===== src/rtl/fpwm_pkg.sv =====
package fpwm_pkg;
  typedef enum logic {
    RX_IDLE  = 1'b0,
    RX_SHIFT = 1'b1
  } rx_state_e;
endpackage


===== src/rtl/fpwm_rx.sv =====
module fpwm_rx
  import fpwm_pkg::*;
#(
  parameter int DATA_W = 16
) (
  input  logic              clk,
  input  logic              rst_n,
  input  logic              en,
  input  logic              ser_in,
  output logic              word_valid,
  output logic [DATA_W-1:0] word_data
);
  localparam int CNT_W = $clog2(DATA_W + 1);
  localparam logic [CNT_W-1:0] LAST = CNT_W'(DATA_W);

  rx_state_e        st;
  logic [CNT_W-1:0] cnt;
  logic [DATA_W-1:0] shreg;

  always_ff @(posedge clk) begin
    if (!rst_n) begin
      st    <= RX_IDLE;
      cnt   <= '0;
      shreg <= '0;
    end else if (!en) begin
      st  <= RX_IDLE;
      cnt <= '0;
    end else begin
      case (st)
        RX_IDLE: begin
          if (ser_in) begin
            st  <= RX_SHIFT;
            cnt <= '0;
          end
        end
        RX_SHIFT: begin
          if (cnt == LAST) begin
            st <= RX_IDLE;
          end else begin
            shreg <= {shreg[DATA_W-2:0], ser_in};
            cnt   <= cnt + 1'b1;
          end
        end
        default: st <= RX_IDLE;
      endcase
    end
  end

  // stop bit is sampled in the last shift slot; a low line accepts the word
  assign word_valid = en && (st == RX_SHIFT) && (cnt == LAST) && !ser_in;
  assign word_data  = shreg;
endmodule


===== src/rtl/fpwm_hold.sv =====
module fpwm_hold #(
  parameter int W = 16
) (
  input  logic         clk,
  input  logic         rst_n,
  input  logic         clear,
  input  logic         load,
  input  logic [W-1:0] load_val,
  input  logic         upd,
  input  logic [W-1:0] upd_val,
  output logic [W-1:0] held
);
  always_ff @(posedge clk) begin
    if (!rst_n)     held <= '0;
    else if (clear) held <= '0;
    else if (load)  held <= load_val;
    else if (upd)   held <= upd_val;
  end
endmodule


===== src/rtl/fpwm_core.sv =====
module fpwm_core #(
  parameter int W = 16
) (
  input  logic         clk,
  input  logic         rst_n,
  input  logic         mode_en,
  input  logic         cfg_load,
  input  logic [W-1:0] cfg_len,
  input  logic [W-1:0] init_on,
  input  logic [W-1:0] held_on,
  output logic         run,
  output logic         drive_hi,
  output logic         frame_start
);
  logic         active;
  logic [W-1:0] pos;
  logic [W-1:0] len_q;
  logic [W:0]   left;

  function automatic logic [W:0] clamp_on(input logic [W-1:0] on, input logic [W-1:0] len);
    if (on > len) return {1'b0, len} + {{W{1'b0}}, 1'b1};
    else          return {1'b0, on};
  endfunction

  always_ff @(posedge clk) begin
    if (!rst_n || !mode_en) begin
      active <= 1'b0;
      pos    <= '0;
      len_q  <= '0;
      left   <= '0;
    end else if (cfg_load) begin
      active <= 1'b1;
      pos    <= '0;
      len_q  <= cfg_len;
      left   <= clamp_on(init_on, cfg_len);
    end else if (active) begin
      if (pos == len_q) begin
        pos  <= '0;
        left <= clamp_on(held_on, len_q);
      end else begin
        pos <= pos + 1'b1;
        if (left != '0) left <= left - 1'b1;
      end
    end
  end

  assign run         = active;
  assign drive_hi    = (left != '0);
  assign frame_start = active && (pos == '0);
endmodule


===== src/rtl/frame_pwm_pin.sv =====
module frame_pwm_pin #(
  parameter int DATA_W = 16
) (
  input  logic              clk,
  input  logic              rst_n,
  input  logic              mode_en,
  input  logic              cfg_load,
  input  logic [DATA_W-1:0] cfg_frame_len,
  input  logic              cfg_on_valid,
  input  logic [DATA_W-1:0] cfg_on_count,
  input  logic              ser_in,
  input  logic              plain_out,
  output logic              pin_out,
  output logic              frame_start
);
  logic              run;
  logic              drive_hi;
  logic              rx_en;
  logic              rx_valid;
  logic [DATA_W-1:0] rx_data;
  logic [DATA_W-1:0] held_on;
  logic [DATA_W-1:0] init_on;

  assign init_on = cfg_on_valid ? cfg_on_count : '0;
  assign rx_en   = run && mode_en && !cfg_load;

  fpwm_rx #(.DATA_W(DATA_W)) u_rx (
    .clk(clk), .rst_n(rst_n), .en(rx_en), .ser_in(ser_in),
    .word_valid(rx_valid), .word_data(rx_data)
  );

  fpwm_hold #(.W(DATA_W)) u_hold (
    .clk(clk), .rst_n(rst_n), .clear(!mode_en), .load(cfg_load),
    .load_val(init_on), .upd(rx_valid), .upd_val(rx_data), .held(held_on)
  );

  fpwm_core #(.W(DATA_W)) u_core (
    .clk(clk), .rst_n(rst_n), .mode_en(mode_en), .cfg_load(cfg_load),
    .cfg_len(cfg_frame_len), .init_on(init_on), .held_on(held_on),
    .run(run), .drive_hi(drive_hi), .frame_start(frame_start)
  );

  assign pin_out = run ? drive_hi : plain_out;
endmodule


===== config.mk =====
export PLATFORM = sky130hd
export DESIGN_NAME = frame_pwm_pin
export DESIGN_NICKNAME = d
export VERILOG_FILES = /design/src/rtl/fpwm_pkg.sv /design/src/rtl/fpwm_rx.sv /design/src/rtl/fpwm_hold.sv /design/src/rtl/fpwm_core.sv /design/src/rtl/frame_pwm_pin.sv
export SDC_FILE = /design/constraint.sdc
export NUM_CORES = 1
export LEC_CHECK = 0
export BUFFER_PORTS_ARGS = -buffer_cell sky130_fd_sc_hd__clkbuf_2
export CELL_PAD_IN_SITES_DETAIL_PLACEMENT = 1
export CELL_PAD_IN_SITES_GLOBAL_PLACEMENT = 1
export CORE_ASPECT_RATIO = 1.25
export CORE_UTILIZATION = 35
export DETAILED_ROUTE_END_ITERATION = 12
export PLACE_DENSITY_LB_ADDON = 0.1
export SLEW_MARGIN = 20
export SYNTH_ARGS = -nofsm -noshare
export SYNTH_HDL_FRONTEND = slang
export SYNTH_SLANG_ARGS = --single-unit

===== constraint.sdc =====
create_clock -name clk -period 3.4 [get_ports clk]
set_clock_uncertainty 0.2 [all_clocks]
set_input_delay 0.34 -clock clk [delete_from_list [all_inputs] [get_ports clk]]
set_output_delay 0.34 -clock clk [all_outputs]
set_load 0.03 [all_outputs]

==> impl_results.md, run 1 <==
* Status: finished, final reports clean
* CP max FO at 12
* Worst Slack Setup Final at ~400 ps
* Library cells used by synthesis at 56
* TritonCTS Buffers at 9
* Synthesized area per cell at around 7.8 um2
* Max-slew violation count at 0
* Post-synthesis register bit count at 88
* Power per cell area at around 420 mW/mm2
* Data arrival, critical path at approximately 3100 ps
* RSZ-0062 raised after global routing: no
* Finished Layout Cells at slightly above 1000
* DP Cell Count at 1015
* Remaining Overflow, GRT at 0
* Top Family by Delay on Critical Path: compound AO/OA/AOI/OAI gates
* DR WL met3 at between 400 and 500 um
* Chip width at approximately 120 um
* Worst relative slew slack at between 50% and 60%
* Final period utilization at 88.0%
* Max_cap viols at 0
* Vias in the first global route at ~6000
* Post-CTS setup buffers at 0
* Post-synthesis sequential area ratio at 29.3%
* WL met1 at between 9000 and 10000 um
* Clk root buf: clkbuf_16
* Placer Congestion at roughly 0.84
* CTS clk-pin slew, worst paths at approximately 70 ps
* Worst slack, placed at a little under 200 ps
* Warnings, synthesis at 0
* Most frequent cells after synthesis: nand2_1 (109), dfxtp_1 (88), nor2_1 (87)
* Crit. End Element: flip-flop
* Mapped cell area at approximately 0.006 mm2
* Initial Utilization at between 30% and 40%
* Top layer in use: met4
* Largest net degree at the start of global routing at 33
* Core Area at roughly 0.017 mm2
* WS Path Type: flip-flop to flip-flop
* CP cell instances: inv_1, ha_1, nand4_1, or4_4, a21oi_2, nor2_1, a21oi_4, buf_4, mux2i_1, a221o_1, a21oi_1
* First-pass DRT Iterations at 5
* VDD IR max at 0.241 mV
* Fmax at around 0.33 GHz
* Endpoints failing hold at 0
* Final HPWL DP at roughly 17000 um
* Synth area leader: dfxtp_1
* Asr flop ratio synth at 0%
* IO Count at slightly above 40
* Layout cells sized above 1 at 12.2%
* Clk sinks at just under 90
* CTS tree: yes
* # setup viols final at 0
* Post-CTS Hold Fix Bufs at 0
* GRT Util Overall at 24.3%
* DR vias/cell at 5.52
* Buf/Inv on CP at 2
* EDFF count, synth at 0
* Critical path launch point type: flip-flop
* Die height at 149 um
* Setup TNS at 0 ps
* Input/output buffers at 40
* Syn_nets at 850
* Wire length on met2 at roughly 10000 um
* Remaining DRCs at 0
* Slowest cell on crit path: or4_4
* H-tree Lvls at 3
* Most used DFF post-synth: dfxtp_1
* Fin crit period at around 3000 ps
* WL/cell at 20.0 um
* Initial antenna violation count at 0
* Routed wire length at around 21000 um
* Die footprint at between 0.015 and 0.02 mm2
* Gate count of the mapped netlist at a little under 800
* Hold Path Class: primary input to flip-flop
* Area added between synthesis and finish at 14.6%
* Count leader, synth: nand2_1
* Tightest Pin Transition at about 660 ps
* Worst-Skew Late Latency at ~350 ps
* # fillers at 2114
* First-pass GRT wire length at between 30000 and 40000 um
* CP max stage delay at between 500 and 600 ps
* LEAKAGE at approximately 2.6 nW
* Post-route ant nets at 0
* Synth top area cells: dfxtp_1 (29%), ha_1 (8.3%), xnor2_1 (7.7%)
* Detailed Route Iter0 Violations at roughly 260
* CTS-repair resized insts at 0
* Diodes inserted at 0
* Core Rows at 53
* Critical Path RT at between 3000 and 4000 ps
* Share of Yosys cell area claimed by the top area cell type at between 20 and 30%
* CTS Buffer Depth at 2
* Fin nets at 885
* Via count at 5695
==> worst paths after layout <==
check | start | endpoint | slack, ps | cells past startpoint
hold reg to reg | u_rx.word_data[15]$_SDFFE_PN0P_ | u_rx.word_data[15]$_SDFFE_PN0P_ | 280 | 2
hold / removal | ser_in | u_rx.word_data[0]$_SDFFE_PN0P_ | 80 | 3
setup / recovery | u_core.len_q[11]$_SDFFE_PN0P_ | u_core.left[1]$_SDFFE_PN0P_ | 410 | 11
setup reg to reg | u_core.len_q[11]$_SDFFE_PN0P_ | u_core.left[1]$_SDFFE_PN0P_ | 410 | 11
==> stage by stage <==
stage	instance area [um2]	total power, mW	utilization [%]	hold WS [ps]
finish	6900	2.91	40.9	76.3
global route	6900	3.05	40.9	77.6
CTS	6900	2.95	40.9	68.0
detailed placement	6540	1.74	38.9	279
global placement	6540	1.73	38.9	254
floorplan	6020	1.52	-	244
==> registers in the layout (all words and copies together), names as in the netlist <==
| register | count |
|---|---|
| u_hold.held | 16 |
| u_core.left | 17 |
| u_rx.word_data | 16 |
| u_rx.st | 1 |
| u_rx.cnt | 5 |
| u_core.run | 1 |
| u_core.pos | 16 |
| u_core.len_q | 16 |
==> area by class of cell <==
cell class	instances	area (um2)	area share (%)
clock inverters	6	114	1.65
multi-input cells	600	3950	57.3
clock buffers	10	239	3.47
inverters	39	146	2.12
flip-flops and latches	88	1760	25.5
repair buffers	68	410	5.95
well taps	220	275	3.99
==> cells in the final DEF (no fill, tap or decap), types with 18 or more instances in the layout <==
| cell | instances |
|---|---|
| xor2_1 | 21 |
| o21ai_0 | 22 |
| nor2_1 | 87 |
| inv_1 | 39 |
| a21oi_1 | 34 |
| ha_1 | 40 |
| a311oi_1 | 18 |
| mux2i_1 | 26 |
| and2_1 | 22 |
| clkbuf_2 | 40 |
| dfxtp_1 | 88 |
| nand3_1 | 28 |
| xnor2_1 | 53 |
| nand2_1 | 109 |
| nand4_1 | 25 |
| buf_4 | 28 |
==> metal layers <==
layer / vias up / global-route usage (%)
met5: - / 0
met3: 41 / 2.34
met1: 2790 / 30.1
met2: 95 / 42.6
met4: 0 / 10.6
li1: 2769 / -
==> kinds of logic (layout without fill, tap and decap cells) <==
logic type | Yosys count | count (layout) | synth area share [%]
muxes | 28 | 28 | 4.70
buffers and inverters | 83 | 123 | 5.34
DFF | 88 | 88 | 29.3
adders and majority gates | 40 | 40 | 8.31
and+or+nand+nor | 321 | 321 | 25.8
xor gates and xnor gates | 74 | 74 | 10.8
AOI/OAI and AO/OA | 137 | 137 | 15.9
==> tightest hold or removal path: cells and delay by family <==
family	cells	cell delay, ps
and+or+nand+nor	1	60
buffers and inverters	1	120
AOI/OAI and AO/OA	1	60
==> report_power, final <==
group	leakage, nW	internal, mW	switching, mW
clock network	0.165	0.742	0.457
logic	1.75	0.251	0.369
registers	0.714	1.06	0.0395
total	2.63	2.05	0.865
No activity file was read; power rests on OpenSTA's default activity.
==> run 2, diff against run 1 <==
- CORE_UTILIZATION: 35 -> 46
==> run 2 against run 1 <==
- wire length down 4.5%
- sequential share of layout area up 0.44 points
- final cell count down 5.0%
- utilization up 12 points
- critical path depth unchanged
- setup slack better by 80 ps
- critical path type unchanged
- critical endpoint is now u_core.left[0]$_SDFFE_PN0P_
- largest power group is now sequential cells
==> impl_results.md, run 2 (synthesis gave the netlist of run 1 again) <==
* Worst-Skew Late Latency at around 360 ps
* Worst slack, placed at 295 ps
* Post-CTS setup buffers at 0
* Largest net degree at the start of global routing at 34
* RSZ-0062 raised after global routing: no
* Input/output buffers at 40
* Max-slew violation count at 0
* Crit. End Element: flip-flop
* DP Cell Count at between 900 and 1000
* CTS clk-pin slew, worst paths at roughly 70 ps
* WL/cell at ~20 um
* Diodes inserted at 0
* CTS Buffer Depth at 2
* Critical path origin: u_core.len_q[14]$_SDFFE_PN0P_
* CP max FO at 27
* LEAKAGE at between 2 and 3 nW
* Critical path launch point type: flip-flop
* First-pass GRT wire length at 31900 um
* Setup TNS at 0 ps
* IO Count at 41
* Post-CTS Hold Fix Bufs at 0
* Initial Utilization at ~47%
* TritonCTS Buffers at 9
* Worst Slack Setup Final at 489 ps
* Die height at 130 um
* Area added between synthesis and finish at 12.6%
* Vias in the first global route at approximately 6000
* Clk root buf: clkbuf_16
* Die footprint at between 0.01 and 0.015 mm2
* Initial antenna violation count at 0
* Tightest Pin Transition at between 600 and 700 ps
* Via count at between 5000 and 6000
* Largest register by flop count: u_core.left
* Max_cap viols at 0
* Layout cells sized above 1 at between 10 and 15%
* Worst r2r src: u_core.len_q[14]$_SDFFE_PN0P_
* H-tree Lvls at 3
* Remaining DRCs at 0
* Finished Layout Cells at just under 1000
* Final HPWL DP at 15600 um
* Remaining Overflow, GRT at 0
* VDD IR max at about 0.26 mV
* Max FFs per register at 17
* Data arrival, critical path at roughly 3000 ps
* Clk sinks at 88
* DR vias/cell at a little under 6
* Power per cell area at around 400 mW/mm2
* CTS tree: yes
* Hold Path Class: primary input to flip-flop
* Status: finished, final reports clean
* GRT Util Overall at between 30% and 40%
* Placer Congestion at ~0.93
* Most frequent cells in the layout: nand2_1 (109), dfxtp_1 (88), nor2_1 (87), xnor2_1 (53)
* Pwr Total at between 2 and 3 mW
* Routed wire length at a little under 20000 um
* Detailed Route Iter0 Violations at ~300
* WS Path Type: flip-flop to flip-flop
* Fin crit period at 2910 ps
* Chip width at around 100 um
* Critical Path RT at ~3500 ps
* Commonest non-fill, non-tap cell in the layout: nand2_1
* CTS-repair resized insts at 0
* Final period utilization at a little under nine tenths
* Worst relative slew slack at between 50% and 60%
* Post-route ant nets at 0
* Core Area at approximately 0.013 mm2
* First-pass DRT Iterations at 5
* Endpoints failing hold at 0
* Core Rows at 46
* Fmax at 0.344 GHz
* Worst hold start: cfg_frame_len[11]
* Fin nets at just under 900
* # setup viols final at 0
[run 2: layout make-up]
type | instances | area [um2]
clock buffers | 9 | 225
clock inverters | 7 | 63.8
fillers | 1598 | 5940
inverters | 39 | 146
multi-input cells | 600 | 3950
flip-flops and latches | 88 | 1760
well taps | 168 | 210
repair buffers | 68 | 423
[run 2: report_power, final]
part           switching (mW)  internal, mW  total (mW)
logic                   0.374         0.254       0.629
registers              0.0360          1.06        1.09
clock network           0.484         0.511       0.995
total                   0.894          1.82        2.72
[run 2: worst paths after layout]
path / end / slack (ps) / cells past startpoint
max: u_core.left[0]$_SDFFE_PN0P_ / 490 / 11
max reg2reg: u_core.left[0]$_SDFFE_PN0P_ / 490 / 11
min: u_core.len_q[11]$_SDFFE_PN0P_ / 80 / 3
min reg2reg: u_rx.word_data[5]$_SDFFE_PN0P_ / 280 / 2
[run 2: through the flow]
stage	util (%)	hold slack (ps)	area [um2]
2_1_floorplan	-	244	6020
3_5_place_dp	51.0	275	6490
3_3_place_gp	51.0	260	6490
5_1_grt	53.3	96.6	6780
4_1_cts	53.3	79.5	6780
6_report	53.3	80.1	6780
[run 2: per-layer routing]
metal | share of wire, % | vias up | GRT usage, %
li1 | - | 2766 | -
met1 | 42 | 2826 | 35.3
met2 | 51 | 129 | 55.3
met3 | 3.3 | 41 | 3.85
met4 | 3.5 | 0 | 14.8
met5 | 0 | - | 0
[run 2: worst max-delay path: stages, from the launching register on]
cell and delay [ps]:
dfxtp_1 330, inv_1 60, ha_1 330, nand4_1 170, or4_4 580, a21oi_2 120
nor2_1 70, a21oi_4 190, buf_12 200, mux2i_1 310, o21ai_0 120, a21oi_1 150
==> run 3, diff against run 2 <==
- CORE_UTILIZATION: 46 -> 41
- clock period: 3.4 -> 2.6 ns (I/O delays scaled with it)
==> run 3 against run 2 <==
- the flow now finishes with violations (negative setup slack)
- clock power rose by 40%
- critical path depth unchanged
- die area increased by 12%
- setup slack worse by 680 ps
- non-clock buffer count is 112 higher
- fmax is 4.3% higher
- critical path type unchanged
- largest cell class unchanged
- via count grew 8.4%
==> impl_results.md, run 3 (synthesis gave the netlist of run 1 again) <==
* Remaining Overflow, GRT at 0
* Worst-Skew Late Latency at around 350 ps
* Final HPWL DP at 18300 um
* Hold Path Class: primary input to flip-flop
* Initial Utilization at a little over two fifths
* Core Area at about 0.014 mm2
* Most frequent cells in the layout: buf_4 (133), nand2_1 (106), nor2_1 (86), dfxtp_1 (76), xnor2_1 (51)
* CTS tree: yes
* Clock group share of total power at about a third
* Power per cell area at between 400 and 500 mW/mm2
* Core Rows at 49
* Largest net degree at the start of global routing at 33
* Area added between synthesis and finish at 32.8%
* Worst relative slew slack at 63.5%
* Vias in the first global route at ~6500
* Met3 usage at slightly below 5%
* Post-CTS Hold Fix Bufs at 0
* Crit. End Element: flip-flop
* Endpoints failing hold at 0
* Die footprint at about 0.015 mm2
* Post-route ant nets at 0
* Core Util, Final at 55.7%
* TritonCTS Buffers at 9
* Critical path launch point type: flip-flop
* Initial antenna violation count at 0
* RSZ-0062 raised after global routing: yes
* Worst Slack Setup Final at -192 ps
* Max-slew violation count at 0
* Met1 Use GR at between 30 and 40%
* CTS Buffer Depth at 2
* Die height at approximately 140 um
* Data arrival, critical path at 2830 ps
* Tightest Pin Transition at approximately 550 ps
* IO Count at just over 40
* Remaining DRCs at 0
* Slowest cell on crit path: or4_4
* Max_cap viols at 0
* # setup viols final at 16
* # fillers at between 1500 and 2000
* Placer Congestion at between 0.9 and 1
* Gr busiest metal: met2
* Failing checks: negative setup slack
* Fin area at approximately 0.0080 mm2
* Clk root buf: clkbuf_16
* Combinational power share at 28.8%
* Fin crit period at ~2800 ps
* Diodes inserted at 0
* Layout cells sized above 1 at around 28%
* H-tree Lvls at 3
* Most frequent cell on the critical path: a21oi_4
* Routed wire length at 23300 um
* Detailed Route Iter0 Violations at around 310
* Psw at ~1.2 mW
* Reg power frac at between 30% and 40%
* WL/cell at between 20 and 25 um
* GRT Util Overall at 32.1%
* Input/output buffers at 40
* First-pass GRT wire length at ~36000 um
* Clk sinks at 88
* Pwr Total at between 3 and 4 mW
* DR vias/cell at between 5 and 6
* Via count at ~6200
* Max FFs per register at 17
* First-pass DRT Iterations at 5
* CP max stage delay at between 400 and 500 ps
* Pint at 2.71 mW
* Final period utilization at 107%
* Fmax at approximately 0.36 GHz
* Chip width at 110 um
* WHS at around 18 ps
* GRT met2 Usage at 56.4%
* WS Path Type: flip-flop to flip-flop
* CTS clk-pin slew, worst paths at 70 ps
* Fin nets at between 900 and 1000
* Commonest non-fill, non-tap cell in the layout: buf_4
* Critical Path RT at ~2600 ps
* VDD IR max at about 0.36 mV
* CP cell instances: inv_1, ha_4, nand4_1, or4_4, a21oi_4, nor2_2, a21oi_4, buf_12, mux2_4, a221oi_2, a21oi_1
* CP max FO at 3
* Sw frac at between 30% and 40%
* LEAKAGE at between 3 and 4 nW
* Placed cell areas at 0.00740 mm2
* Largest register by flop count: u_core.left
* Status: finished, violations left
## run 3: cell count changes in the layout (fill, tap and decap cells not counted), sizes merged
cell | previous run | this run
buf | 28 | 141
inv | 42 | 43
clkinv | 2 | 1
clkinvlp | 2 | 0
bufinv | 0 | 1
## run 3: layout make-up
cell class | count | area, um2 | share of cell area (%)
inverters | 39 | 146 | 1.83
repair buffers | 180 | 1340 | 16.8
multi-input cells | 600 | 4200 | 52.5
clock buffers | 10 | 239 | 2.99
clock inverters | 6 | 72.6 | 0.908
well taps | 178 | 223 | 2.79
flip-flops and latches | 88 | 1780 | 22.2
## run 3: final timing paths
path                                endpoint  slack, ps                       startpoint  cells after the start
max              u_core.left[3]$_SDFFE_PN0P_       -190    u_core.len_q[15]$_SDFFE_PN0P_                     11
min           u_rx.word_data[0]$_SDFFE_PN0P_         20                           ser_in                      3
max reg2reg      u_core.left[3]$_SDFFE_PN0P_       -190    u_core.len_q[15]$_SDFFE_PN0P_                     11
min reg2reg  u_rx.word_data[11]$_SDFFE_PN0P_        290  u_rx.word_data[10]$_SDFFE_PN0P_                      2
## run 3: metal layers
layer	share of wire, %	vias to the layer above
met5	0	-
met1	41	3053
met2	51	154
met4	4.5	0
met3	3.3	56
li1	-	2985
## run 3: critical path: cells and delay by family (launching register included)
| family | cells | cell delay [ps] |
|---|---|---|
| adder cells (fa/ha/maj) | 1 | 260 |
| AO/OA/AOI/OAI | 4 | 640 |
| buffers and inverters | 2 | 190 |
| AND/OR/NAND/NOR | 3 | 730 |
| multiplexers | 1 | 300 |
| flip-flops | 1 | 340 |
## run 3: stage by stage
| step | worst slack (ps) | TNS [ps] | instances |
|---|---|---|---|
| after global placement | -316 | -3340 | 1075 |
| after detailed placement | -395 | -4730 | 1075 |
| after CTS | -206 | -1570 | 1093 |
| after floorplan | -110 | -611 | 771 |
| after global routing | -259 | -2520 | 1101 |
| final | -192 | -1290 | 1101 |
## run 3: power groups by stage
stage | Combinational, mW | Clock, mW | Sequential (mW)
final | 1.14 | 1.39 | 1.42
after global routing | 1.22 | 1.46 | 1.43
after CTS | 1.06 | 1.41 | 1.42
after detailed placement | 1.01 | 0 | 1.45
after global placement | 0.988 | 0 | 1.45
after floorplan | 0.572 | 0 | 1.44
## run 3: what timing repair did
item	CTS	global route
pin swaps	8	20
hold endpoints to repair	0	0
buffers inserted	2	8
endpoints found under the setup margin	17	18
gates resized for setup	8	37
